$ cat config.mk
export PLATFORM = sky130hd
export DESIGN_NAME = edid_block_check
export DESIGN_NICKNAME = d
export VERILOG_FILES = /design/src/rtl/edid_chk_pkg.sv /design/src/rtl/edid_hdr_check.sv /design/src/rtl/edid_sum_acc.sv /design/src/rtl/edid_field_latch.sv /design/src/rtl/edid_block_check.sv
export SDC_FILE = /design/constraint.sdc
export NUM_CORES = 1
export LEC_CHECK = 0
export BUFFER_PORTS_ARGS = -buffer_cell sky130_fd_sc_hd__buf_2
export CORE_ASPECT_RATIO = 0.6
export CORE_MARGIN = 2
export CORE_UTILIZATION = 55
export CTS_BUF_LIST = sky130_fd_sc_hd__clkbuf_8
export CTS_CLUSTER_DIAMETER = 80
export CTS_CLUSTER_SIZE = 12
export DETAILED_ROUTE_END_ITERATION = 10
export PLACE_DENSITY = 0.8
export REMOVE_ABC_BUFFERS = 1
export SKIP_CTS_REPAIR_TIMING = 1
export SLEW_MARGIN = 20
export SYNTH_ARGS = -nofsm -noshare
export SYNTH_HDL_FRONTEND = slang
export SYNTH_HIERARCHICAL = 1
export SYNTH_SLANG_ARGS = --single-unit
$ cat constraint.sdc
create_clock -name clk_i -period 5.2 [get_ports clk_i]
set_input_delay 1.04 -clock clk_i [delete_from_list [all_inputs] [get_ports clk_i]]
set_output_delay 1.04 -clock clk_i [all_outputs]
set_load 0.05 [all_outputs]
$ cat src/rtl/edid_chk_pkg.sv
package edid_chk_pkg;
  localparam int unsigned BLK_BYTES = 128;
  localparam int unsigned HDR_LEN   = 8;
  localparam int unsigned EST_BASE  = 35;
  localparam int unsigned EST_NUM   = 3;
  localparam int unsigned DATA_W    = 8;
endpackage

$ cat src/rtl/edid_hdr_check.sv
module edid_hdr_check #(
  parameter int unsigned IDX_W   = 7,
  parameter int unsigned DATA_W  = 8,
  parameter int unsigned HDR_LEN = 8
) (
  input  logic              clk_i,
  input  logic              rst_ni,
  input  logic              clr_i,
  input  logic              acc_i,
  input  logic [IDX_W-1:0]  idx_i,
  input  logic [DATA_W-1:0] byte_i,
  output logic              bad_o
);
  logic              bad_q;
  logic              in_hdr;
  logic [DATA_W-1:0] pattern;
  logic              miss;

  // header framing bytes are zero, the interior bytes are all ones
  assign in_hdr  = idx_i < IDX_W'(HDR_LEN);
  assign pattern = (idx_i == '0 || idx_i == IDX_W'(HDR_LEN - 1)) ? '0 : '1;
  assign miss    = acc_i && in_hdr && (byte_i != pattern);

  always_ff @(posedge clk_i or negedge rst_ni) begin
    if (!rst_ni)              bad_q <= 1'b0;
    else if (clr_i || acc_i)  bad_q <= (bad_q && !clr_i) || miss;
  end

  assign bad_o = bad_q;
endmodule

$ cat src/rtl/edid_sum_acc.sv
module edid_sum_acc #(
  parameter int unsigned DATA_W = 8
) (
  input  logic              clk_i,
  input  logic              rst_ni,
  input  logic              clr_i,
  input  logic              acc_i,
  input  logic [DATA_W-1:0] byte_i,
  output logic              zero_o
);
  logic [DATA_W-1:0] sum_q;
  logic [DATA_W-1:0] base;

  assign base = clr_i ? '0 : sum_q;

  always_ff @(posedge clk_i or negedge rst_ni) begin
    if (!rst_ni)      sum_q <= '0;
    else if (acc_i)   sum_q <= base + byte_i;
    else if (clr_i)   sum_q <= '0;
  end

  assign zero_o = (sum_q == '0);
endmodule

$ cat src/rtl/edid_field_latch.sv
module edid_field_latch #(
  parameter int unsigned IDX_W  = 7,
  parameter int unsigned DATA_W = 8,
  parameter int unsigned BASE   = 35,
  parameter int unsigned NUM    = 3
) (
  input  logic                  clk_i,
  input  logic                  rst_ni,
  input  logic                  clr_i,
  input  logic                  acc_i,
  input  logic [IDX_W-1:0]      idx_i,
  input  logic [DATA_W-1:0]     byte_i,
  output logic [NUM*DATA_W-1:0] fields_o
);
  for (genvar k = 0; k < NUM; k++) begin : g_fld
    logic [DATA_W-1:0] fld_q;
    logic              hit;
    assign hit = acc_i && (idx_i == IDX_W'(BASE + k));
    always_ff @(posedge clk_i or negedge rst_ni) begin
      if (!rst_ni)     fld_q <= '0;
      else if (hit)    fld_q <= byte_i;
      else if (clr_i)  fld_q <= '0;
    end
    assign fields_o[k*DATA_W +: DATA_W] = fld_q;
  end
endmodule

$ cat src/rtl/edid_block_check.sv
module edid_block_check #(
  parameter int unsigned BLK_BYTES = edid_chk_pkg::BLK_BYTES,
  parameter int unsigned HDR_LEN   = edid_chk_pkg::HDR_LEN,
  parameter int unsigned EST_BASE  = edid_chk_pkg::EST_BASE,
  parameter int unsigned EST_NUM   = edid_chk_pkg::EST_NUM,
  parameter int unsigned DATA_W    = edid_chk_pkg::DATA_W,
  localparam int unsigned IDX_W    = $clog2(BLK_BYTES),
  localparam int unsigned EST_W    = EST_NUM * DATA_W
) (
  input  logic              clk_i,
  input  logic              rst_ni,
  input  logic              start_i,
  input  logic              abort_i,
  input  logic              byte_vld_i,
  input  logic [IDX_W-1:0]  byte_idx_i,
  input  logic [DATA_W-1:0] byte_i,
  output logic              done_o,
  output logic              hdr_ok_o,
  output logic              sum_ok_o,
  output logic              valid_o,
  output logic [EST_W-1:0]  est_o
);
  localparam logic [IDX_W-1:0] LAST_IDX = IDX_W'(BLK_BYTES - 1);

  logic             active_q, done_q;
  logic             clr, acc, last;
  logic             hdr_bad, sum_zero;
  logic [EST_W-1:0] est_raw;

  // abort outranks start and data
  assign clr  = abort_i || start_i;
  assign acc  = byte_vld_i && !abort_i && (active_q || start_i);
  assign last = acc && (byte_idx_i == LAST_IDX);

  always_ff @(posedge clk_i or negedge rst_ni) begin
    if (!rst_ni) begin
      active_q <= 1'b0;
      done_q   <= 1'b0;
    end else if (abort_i) begin
      active_q <= 1'b0;
      done_q   <= 1'b0;
    end else begin
      if (last)          active_q <= 1'b0;
      else if (start_i)  active_q <= 1'b1;
      if (last)          done_q   <= 1'b1;
      else if (start_i)  done_q   <= 1'b0;
    end
  end

  edid_hdr_check #(.IDX_W(IDX_W), .DATA_W(DATA_W), .HDR_LEN(HDR_LEN)) u_hdr (
    .clk_i, .rst_ni, .clr_i(clr), .acc_i(acc),
    .idx_i(byte_idx_i), .byte_i, .bad_o(hdr_bad)
  );

  edid_sum_acc #(.DATA_W(DATA_W)) u_sum (
    .clk_i, .rst_ni, .clr_i(clr), .acc_i(acc), .byte_i, .zero_o(sum_zero)
  );

  edid_field_latch #(.IDX_W(IDX_W), .DATA_W(DATA_W), .BASE(EST_BASE), .NUM(EST_NUM)) u_est (
    .clk_i, .rst_ni, .clr_i(clr), .acc_i(acc),
    .idx_i(byte_idx_i), .byte_i, .fields_o(est_raw)
  );

  assign done_o   = done_q;
  assign hdr_ok_o = done_q && !hdr_bad;
  assign sum_ok_o = done_q && sum_zero;
  assign valid_o  = hdr_ok_o && sum_ok_o;
  assign est_o    = done_q ? est_raw : '0;
endmodule

### Word level (Yosys, flattened, before mapping)

Cells that the tools add are included.

| word-level totals | value |
|---|---|
| ROM bits | 0 |
| input bits | 20 |
| logic and storage cells | 55 |
| RAM bits | 0 |
| bits in latches | 0 |
| memories kept | 0 |
| register bits after elaboration | 35 |
| output and inout bits | 28 |

| cells by class | value |
|---|---|
| equality and inequality tests | 6 |
| magnitude comparators | 1 |
| divide/modulo/power cells | 0 |
| mux-type cells | 14 |
| reduce and logical (&&, ||, !) cells | 26 |
| add/subtract/negate cells | 1 |
| shift-type cells | 0 |
| bitwise gates (word level) | 0 |
| multipliers | 0 |

Operators by type and width:

| cell | number |
|---|---|
| $mux 8 | 7 |
| $mux 24 | 1 |
| $eq 7x6->1 const B | 3 |
| $logic_and 1x1->1 | 12 |
| $add 8x8->8 | 1 |
| $logic_not 8->1 | 1 |
| $ne 8x8->1 | 1 |
| $eq 7x3->1 const B | 1 |
| $eq 7x7->1 const B | 1 |
| $logic_not 7->1 | 1 |
| $lt 7x4->1 const B | 1 |
| $mux 1 | 6 |
| $reduce_bool 2->1 | 3 |
| $logic_or 1x1->1 | 5 |
| $logic_not 1->1 | 3 |
| $reduce_bool 3->1 | 1 |

### Longest topological paths before layout

Gate-level depths: netlist (run 1).

| depth | value |
|---|---|
| depth in word-level cells | 6 |
| depth in mapped cells | 11 |
| gate-level depth less buffers | 11 |

### By module

Netlist (run 1), hierarchy kept.

By module, submodules not included:

| module | cells each | times used | sequential area each (um^2) | area an instance (um^2) |
|---|---|---|---|---|
| edid_field_latch | 81 | 1 | 600.6 | 1106.1 |
| edid_sum_acc | 76 | 1 | 200.2 | 723.2 |
| edid_block_check | 41 | 1 | 50.0 | 295.3 |
| edid_hdr_check | 14 | 1 | 25.0 | 111.4 |

### Least setup slack after synthesis (run 1)

Ideal clock, no wire load.

| timing path | value |
|---|---|
| path kind | flip-flop to output port |
| from | reg done_q, in the netlist done_o |
| to | out valid_o |
| data required time | 4160 ps |
| data arrival time | 2041 ps |
| stages on the path, launching flop included | 3 |
| buffers on the path | 0 |
| path slack | 2119 ps |
| cell sequence | dfrtp_1 > nor2b_1 > and2_1 |

| on the way | value |
|---|---|
| word-level cells in the longest chain between the ends | 2 |
| elaborated cells between the ends (all ways) | 3 |
| classes of those cells | reduce/logical: 3 |

Ends and longest elaborated chain:

| what | line | text |
|---|---|---|
| start, declared | edid_block_check.sv:25 | `logic active_q, done_q;` |
| start signal, assigned | edid_block_check.sv:38 | `done_q <= 1'b0;` |
| start signal, assigned | edid_block_check.sv:41 | `done_q <= 1'b0;` |
| start signal, assigned | edid_block_check.sv:45 | `if (last) done_q <= 1'b1;` |
| $logic_and 1x1->1 | edid_block_check.sv:65 | `assign hdr_ok_o = done_q && !hdr_bad;` |
| net hdr_ok_o | edid_block_check.sv:18 | `output logic hdr_ok_o,` |
| $logic_and 1x1->1 | edid_block_check.sv:67 | `assign valid_o = hdr_ok_o && sum_ok_o;` |
| end, declared | edid_block_check.sv:20 | `output logic valid_o,` |

The timed path passes the listed nets, and every way through them passes these cells.

### Worst setup path after layout (run 1)

| timing path | value |
|---|---|
| from | in start_i |
| to | reg u_sum.sum_q[7] |

| on the way | value |
|---|---|
| word-level cells in the longest chain between the ends | 4 |
| elaborated cells between the ends (all ways) | 6 |
| classes of those cells | add/sub: 1; mux: 2; reduce/logical: 3 |

Ends and longest elaborated chain:

| what | line | text |
|---|---|---|
| start, declared | edid_block_check.sv:12 | `input logic start_i,` |
| $logic_or 1x1->1 (*) | edid_block_check.sv:31 | `assign clr = abort_i \|\| start_i;` |
| net clr | edid_block_check.sv:26 | `logic clr, acc, last;` |
| $mux 8 (*) | - |  |
| $add 8x8->8 | edid_sum_acc.sv:18 | `else if (acc_i) sum_q <= base + byte_i;` |
| $mux 8 (*) | edid_sum_acc.sv:18 |  |
| end signal, assigned | edid_sum_acc.sv:18 |  |
| end, declared | edid_sum_acc.sv:11 | `logic [DATA_W-1:0] sum_q;` |

The timed path passes the listed nets; every way through them passes the cells marked *.
A chain may end at the register's enable or synchronous reset.

==> reports/qor.txt, run 1 <==
I/O pins - 48
GRT busiest layer - met2
Met2 Resource Use GR - 35.9%
Final min period - 3.07 ns
Final ANT Viol Nets - 0
Largest net degree at the start of global routing - 36
Clock power share - 42.6%
Final Cycle Share - 59.1%
CTS tree - yes
Total net switching power - 0.000140 W
Asr flop ratio synth - 100%
Slew Limit Fails - 0
Routed WL - 4.84 mm
Post-synth EDFFs - 0
Dpl ws - 1.84 ns
Clock Path Buffers - 2
Setup TNS - 0 ns
Die Ht - 53.4 um
Post-Synthesis Cells - 212
Avg WL per Cell - 15.6 um
Final hold viol count - 0
Port bufs - 47
Unrepaired setup endpoints after global routing - false
Maxcap violations - 0
Worst-path clk slew - 0.07 ns
Row cnt - 17
Worst-Skew Late Latency - 0.29 ns
Drt initial violations - 98
CP max stage cell - inv_1
Via density - 5.55
Crit-path cells - buf_2, nor2_1, inv_1, nand2b_1, inv_1, ha_1, a211oi_2, nor2_2, a221oi_4, xnor2_1, a32o_1
CTS Buf Count - 5
Max rail drop VDD - 0.157 mV
GRT met3 Usage - 6.08%
Logic pwr share - 10.5%
PwrDens - 225 nW/um^2
Share of cells above drive strength 1 - 36.7%
Final WS setup - 2.13 ns
Total Routing Usage GR - 24.5%
Area Overhead vs Synth - 18.2%
Initial core utilization - 59.1%
Nets - 291
CTS root buf - clkbuf_8
First-pass iteration count of the detailed router - 4
Internal - 0.000455 W
Final Util - 69.8%
Crit start category - input port
Max incr delay on CP - 0.41 ns
FF+latch count, synth - 35
Hold WS - 0.516 ns
Core area - 3790 um^2
Worst relative slew slack - 47.9%
Kind of critical path - input port to flop
Skew final - 0.00395 ns
Chip Width - 86.3 um
Worst endpoint required time - 5.38 ns
Initial antenna violation count - 0
Max FO, Critical Path - 19
Global route overflow - 0
DRC - 0
Die area - 4610 um^2
HP Class - flop to flop
Max Clk Rate - 325 MHz
Syn_area_per_cell - 10.5 um^2
Number of global-route vias before repair - 1658
Clk sinks - 35
CP Capture Type - flop
Final setup violation count - 0
Arrival time worst endpoint - 3.26 ns
Via count - 1727
Met1 usage - 34.6%
Final GP Congestion - 0.813
CP most frequent cell - inv_1
Power share of the sequential group - 46.9%
Htree depth - 2
Outcome - finished clean
Total power - 0.000595 W
Pleak - 1.38 nW
Mapped Area - 2240 um^2
Worst-margin pin slew - 0.781 ns
Sequential share of the synthesized area - 39.2%
Final HPWL DP - 3.52 mm
Synth warn - 6
Unique masters post-synth - 46
First-pass GRT wire length - 8.28 mm
Top_reg_cell synth - dfrtp_1
Net Sw Frac - 23.5%
Diode count - 0
## Yosys cell counts, drive strengths merged (4+ instances only)
cell type,number,area [um^2]
a21oi,4,23.8
inv,5,18.8
nand4,4,40.0
and2,26,163
nor2,12,47.6
nor4,4,31.3
clkbuf,5,18.8
dfrtp,35,876
ha,7,87.6
nand2,7,28.8
a21o,4,30.0
mux2,28,315
nor2b,32,200
## path summary, 6_finish.rpt
path                                     start                      end  slack, ns  cells after the start
worst max-delay path                   start_i           u_sum/sum_q[7]       2.13                     11
worst min register to register     u_hdr/bad_o              u_hdr/bad_o       0.52                      2
min in group asynchronous               rst_ni  u_est/g_fld[1].fld_q[0]       0.82                      1
worst min-delay path               u_hdr/bad_o              u_hdr/bad_o       0.52                      2
worst max register to register  u_sum/sum_q[0]           u_sum/sum_q[6]       3.19                      9
max in group asynchronous               rst_ni  u_est/g_fld[2].fld_q[5]       3.88                      1
## power groups by stage
stage	combinational (W)	clock (W)	sequential [W]
5_1_grt	0.0000705	0.000274	0.000279
4_1_cts	0.0000630	0.000261	0.000279
2_1_floorplan	0.0000332	0	0.000283
3_3_place_gp	0.0000616	0	0.000284
3_5_place_dp	0.0000626	0	0.000284
6_report	0.0000627	0.000254	0.000279
## cell families after synthesis
group	share of synthesized area, %
and+or+nand+nor	28.0
DFF	39.2
adders and majority gates	4.81
muxes	15.4
xor gates and xnor gates	1.18
buffers and inverters	1.85
AOI/OAI and AO/OA	9.51
## placed cells by master (no fill, tap or decap), types with 2 or more instances in the layout
cell type / instances
buf_2: 47
dfrtp_1: 35
nor2b_1: 32
mux2_2: 28
and2_1: 26
nor2_1: 11
ha_1: 7
clkbuf_8: 6
nand2_1: 6
inv_1: 5
a21o_1: 4
nand4_1: 3
nor4_1: 3
nand2b_1: 3
mux2i_1: 3
a21oi_1: 3
xnor2_1: 3
nand3_1: 2
buf_4: 2
nor3_1: 2
o21ai_1: 2
a211oi_1: 2
or4_1: 2
## layer usage
metal,up-vias,part of all wire [%]
li1,843,-
met1,818,52
met2,61,41
met3,5,6.1
met4,0,0.91
met5,-,0
## worst max-delay path: cells and delay by family
kind	cells	cell delay [ns]
AO/OA/AOI/OAI	3	0.79
buffers and inverters	3	0.59
AND/OR/NAND/NOR	3	0.44
adder cells (fa/ha/maj)	1	0.29
XOR/XNOR	1	0.09
## stage by stage
stage / instance area [um^2] / std cells
5_1_grt: 2640 / 311
3_5_place_dp: 2530 / 303
6_report: 2640 / 311
3_3_place_gp: 2530 / 303
2_1_floorplan: 2220 / 207
4_1_cts: 2640 / 311
## state kept, by name, summed over array words and instances, names as in the netlist
signal	count
done_o	1
u_est/g_fld.fld_q	24
u_sum/sum_q	8
u_hdr/bad_o	1
active_q	1
## final cells by class
cell class              count  area [um^2]
clock buffers               6         82.6
flip-flops and latches     35          876
fillers                   308         1140
well taps                  47         58.8
repair buffers             49          250
inverters                   6         22.5
multi-input cells         166         1320
clock inverters             2         35.0
Note: power is estimated with default switching activity, not from simulation.
==> run 2, diff against run 1 <==
clock period = 2.9 ns   (was 5.2 ns; I/O delays follow)
==> reports/qor.txt, run 2 (same netlist as run 1, synthesis figures left out) <==
Clk sinks - 35 (unchanged)
PwrDens - 378 nW/um^2 (+68%)
I/O pins - 48 (unchanged)
Initial antenna violation count - 0 (unchanged)
Final GP Congestion - 0.858 (+5.4%)
Final Cycle Share - 85.7%
Placed instance count - 306 (+0.99%)
Share of cells above drive strength 1 - 37.1% (+0.34 points)
Max rail drop VDD - 0.234 mV (+50%)
Global route overflow - 0 (unchanged)
Final hold viol count - 0 (unchanged)
CTS tree - yes
Worst-Skew Late Latency - 0.28 ns (about the same)
Final setup violation count - 0 (unchanged)
Die Ht - 53.4 um (unchanged)
Biggest regs - u_est/g_fld.fld_q: 24 flops, u_sum/sum_q: 8 flops
Chip Width - 86.3 um (unchanged)
CP Capture Type - flop
Final min period - 2.48 ns
Finished Layout Cells - 314 (+0.96%)
Pleak - 1.39 nW (+0.64%)
Most common cell after layout, fill and taps aside - buf_2
Arrival time worst endpoint - 2.65 ns (-0.61 ns)
Worst-margin pin slew - 0.782 ns (+0.000936 ns)
Largest net degree at the start of global routing - 36 (unchanged)
Initial core utilization - 59.1% (unchanged)
Maxcap violations - 0 (unchanged)
Setup TNS - 0 ns (unchanged)
CTS Buf Count - 5 (unchanged)
Area Overhead vs Synth - 18.5%
Port bufs - 47 (unchanged)
Total Routing Usage GR - 23.6% (-0.91 points)
Final ANT Viol Nets - 0 (unchanged)
DRC - 0 (unchanged)
Most frequent cells in the layout - buf_2, dfrtp_1, nor2b_1, mux2_2, and2_1
Total power - 0.00100 W (+68%)
HP Class - input port to async pin
First-pass GRT wire length - 8.08 mm (-2.4%)
Via count - 1733 (+0.35%)
Slew Limit Fails - 0 (unchanged)
Outcome - finished clean
Drt initial violations - 127 (+30%)
Via density - 5.52 (-0.61%)
Reg with most FFs - u_est/g_fld.fld_q
Die area - 4610 um^2 (unchanged)
Nets - 294 (+1.0%)
Number of global-route vias before repair - 1639 (-1.1%)
Row cnt - 17 (unchanged)
Kind of critical path - input port to flop
Unrepaired setup endpoints after global routing - false
Worst-path clk slew - 0.07 ns (about the same)
Max Clk Rate - 403 MHz
Diode count - 0 (unchanged)
Max FO, Critical Path - 10 (-9)
Worst endpoint required time - 3.07 ns (-2.31 ns)
Max reg flops - 24 (unchanged)
Core area - 3790 um^2 (unchanged)
CTS root buf - clkbuf_8
Crit start category - input port
Routed WL - 4.91 mm (+1.4%)
Htree depth - 2 (unchanged)
Skew final - 0.00513 ns (+0.00118 ns)
Clock Path Buffers - 2 (unchanged)
Avg WL per Cell - 15.6 um (+0.40%)
Final HPWL DP - 3.69 mm (+4.9%)
Worst relative slew slack - 47.9% (-0.062 points)
First-pass iteration count of the detailed router - 4 (unchanged)
==> run 2: cell type report <==
| class | instances | area (um^2) |
|---|---|---|
| fillers | 304 | 1140 |
| clock buffers | 7 | 96.3 |
| clock inverters | 1 | 3.75 |
| repair buffers | 52 | 273 |
| multi-input cells | 166 | 1320 |
| well taps | 47 | 58.8 |
| inverters | 6 | 22.5 |
| flip-flops and latches | 35 | 876 |
==> run 2: power breakdown <==
group / total, W / internal (W) / switching, W
combinational: 0.000116 / 0.0000446 / 0.0000713
clock: 0.000386 / 0.000213 / 0.000172
sequential: 0.000500 / 0.000495 / 0.00000442
total: 0.00100 / 0.000753 / 0.000248
==> run 2: final timing paths <==
check	start	slack [ns]	end	cells past startpoint
worst max-delay path	start_i	0.42	u_sum/sum_q[7]	11
worst min register to register	u_hdr/bad_o	0.51	u_hdr/bad_o	2
worst max register to register	u_sum/sum_q[1]	0.91	u_sum/sum_q[7]	8
min in group clk_i	u_hdr/bad_o	0.51	u_hdr/bad_o	2
worst min-delay path	rst_ni	0.37	u_est/g_fld[2].fld_q[0]	1
max in group asynchronous	rst_ni	2.03	u_sum/sum_q[4]	1
==> run 2: critical path, stage by stage <==
cell and delay [ns]:
buf_2 0.12, nor2_1 0.14, inv_1 0.17, buf_4 0.21, nor2b_1 0.19, ha_1 0.31, o21ai_1 0.23, nor2_2 0.10
a221oi_4 0.24, xnor2_1 0.09, a32o_1 0.25
==> run 2: metal layers <==
metal,track usage (%),vias up,share of wire [%]
li1,-,852,-
met1,32.5,820,50
met2,37.5,59,43
met3,6.08,2,6.7
met4,5.47,0,0.35
met5,0,-,0
==> run 2: stage by stage <==
stage	worst slack, ns	area, um^2	hold WS, ns	util, %
after floorplan	0.110	2220	0.284	-
after global placement	0.275	2550	0.487	67.3
after detailed placement	0.183	2550	0.489	67.3
after CTS	0.476	2650	0.396	70.0
after global routing	0.311	2650	0.435	70.0
final	0.416	2650	0.371	70.0
==> run 3, diff against run 2 <==
GPL_TIMING_DRIVEN = 0   (was not set)
==> reports/qor.txt, run 3 (same netlist as run 1, synthesis figures left out) <==
Net Sw Frac - 26.7% (+2.0 points)
Avg WL per Cell - 15.9 um (+1.5%)
Clk sinks - 35 (unchanged)
Most frequent cells in the layout - buf_2, dfrtp_1, nor2b_1, mux2_2, and2_1
Worst relative slew slack - 43.8% (-4.0 points)
Outcome - finished clean
First-pass GRT wire length - 8.01 mm (-0.85%)
PwrDens - 365 nW/um^2 (-3.6%)
Max reg flops - 24 (unchanged)
CP Capture Type - flop
Crit start category - input port
Total net switching power - 0.000257 W (+3.6%)
Most common cell after layout, fill and taps aside - buf_2
Routed WL - 4.98 mm (+1.5%)
Number of global-route vias before repair - 1620 (-1.2%)
Finished Layout Cells - 314 (unchanged)
Initial core utilization - 59.1% (unchanged)
Area Overhead vs Synth - 18.0%
Die Ht - 53.4 um (unchanged)
Worst-path clk slew - 0.07 ns (about the same)
Row cnt - 17 (unchanged)
CTS tree - yes
Skew final - 0.00305 ns (-0.00209 ns)
Clock power share - 35.7% (-2.8 points)
Final ANT Viol Nets - 0 (unchanged)
Unrepaired setup endpoints after global routing - false
Final GP Congestion - 0.852 (-0.62%)
Kind of critical path - input port to flop
Slew Limit Fails - 0 (unchanged)
Arrival time worst endpoint - 2.87 ns (+0.22 ns)
Internal - 0.000705 W (-6.5%)
Max rail drop VDD - 0.169 mV (-28%)
Worst-Skew Late Latency - 0.28 ns (about the same)
Fill cells - 299 (-1.6%)
Power share of the sequential group - 52.0% (+2.1 points)
Final Cycle Share - 93.0% (+7.4 points)
Total power - 0.000962 W (-4.0%)
Max FO, Critical Path - 11 (+1)
Max Clk Rate - 371 MHz (-7.9%)
Share of cells above drive strength 1 - 37.8% (+0.75 points)
Sequential cell area - 876 um^2 (unchanged)
Initial antenna violation count - 0 (unchanged)
Area after DPL - 2510 um^2 (-1.5%)
Worst-margin pin slew - 0.839 ns (+0.0576 ns)
Logic pwr share - 12.3% (+0.7 points)
Maxcap violations - 0 (unchanged)
Placed instance count - 301 (-1.6%)
Diode count - 0 (unchanged)
Final HPWL DP - 3.41 mm (-7.7%)
HP Class - input port to async pin
Clock Path Buffers - 2 (unchanged)
CTS Buf Count - 5 (unchanged)
Drt initial violations - 59 (-54%)
Dpl ws - -0.344 ns (-0.527 ns)
Htree depth - 2 (unchanged)
Die area - 4610 um^2 (unchanged)
Final min period - 2.70 ns (+0.213 ns)
Global route overflow - 0 (unchanged)
Final WS setup - 0.203 ns (-0.213 ns)
Hold WS - 0.381 ns (+0.0101 ns)
CTS root buf - clkbuf_8
Biggest regs - u_est/g_fld.fld_q: 24 flops, u_sum/sum_q: 8 flops
Core area - 3790 um^2 (unchanged)
Via count - 1772 (+2.3%)
Total Routing Usage GR - 23.5% (-0.10 points)
Nets - 294 (unchanged)
I/O pins - 48 (unchanged)
Reg with most FFs - u_est/g_fld.fld_q
DRC - 0 (unchanged)
Chip Width - 86.3 um (unchanged)
Port bufs - 47 (unchanged)
Largest net degree at the start of global routing - 36 (unchanged)
Multi-input gate area - 1320 um^2 (+0.19%)
Final instance area - 2640 um^2 (-0.43%)
Worst endpoint required time - 3.07 ns (about the same)
Via density - 5.64 (+2.3%)
Final setup violation count - 0 (unchanged)
First-pass iteration count of the detailed router - 5 (+1)
Pleak - 1.37 nW (-1.4%)
Final hold viol count - 0 (unchanged)
## run 3: cell count changes in the layout (fill, tap and decap cells not counted)
| cell | change |
|---|---|
| buf_4 | -1 |
| clkbuf_8 | -2 |
| clkinv_2 | +1 |
| clkinvlp_2 | +1 |
| clkinvlp_4 | +2 |
| inv_1 | -1 |
| nor2_1 | -1 |
| nor2_2 | +1 |
## run 3: critical path, cell delays in order
cell and delay (ns):
buf_2 0.11, nor2_2 0.29, clkinvlp_4 0.14, buf_4 0.19
buf_4 0.16, nor2b_1 0.18, ha_1 0.34, and3_1 0.24
a221oi_4 0.26, xnor2_1 0.11, a32o_1 0.26
## run 3: layout make-up
cell class	instances	share of cell area [%]
clock buffers	5	2.61
clock inverters	3	0.617
inverters	6	0.996
multi-input cells	166	50.1
flip-flops and latches	35	33.2
well taps	47	2.23
repair buffers	51	10.1
repair inverters	1	0.190
## run 3: per-layer routing
layer	GRT usage, %	vias up	share of wire [%]
li1	-	864	-
met1	36.2	843	53
met2	33.1	61	40
met3	5.30	4	6.4
met4	5.47	0	0.38
met5	0	-	0
## run 3: worst paths after layout
kind                             start  cells after the start  slack [ns]                 endpoint
hold reg to reg            u_hdr/bad_o                      2        0.52              u_hdr/bad_o
hold / removal                  rst_ni                      1        0.38  u_est/g_fld[1].fld_q[2]
min in group clk_i         u_hdr/bad_o                      2        0.52              u_hdr/bad_o
max in group asynchronous       rst_ni                      1        2.01           u_sum/sum_q[6]
setup reg to reg              active_q                      5        0.72  u_est/g_fld[0].fld_q[6]
setup / recovery               abort_i                     11        0.20           u_sum/sum_q[7]
## run 3: stage by stage
stage / TNS (ns) / utilization, %
after floorplan: 0 / -
after global placement: -0.855 / 66.3
after detailed placement: -0.952 / 66.3
after CTS: -0.112 / 68.6
after global routing: 0 / 69.7
final: 0 / 69.7
## run 3: power groups by stage
stage               Clock, W  Combinational [W]  Sequential [W]
finish              0.000343           0.000118        0.000500
global route        0.000378           0.000132        0.000500
CTS                 0.000351           0.000111        0.000500
detailed placement         0           0.000111        0.000509
global placement           0           0.000109        0.000509
floorplan                  0          0.0000596        0.000508
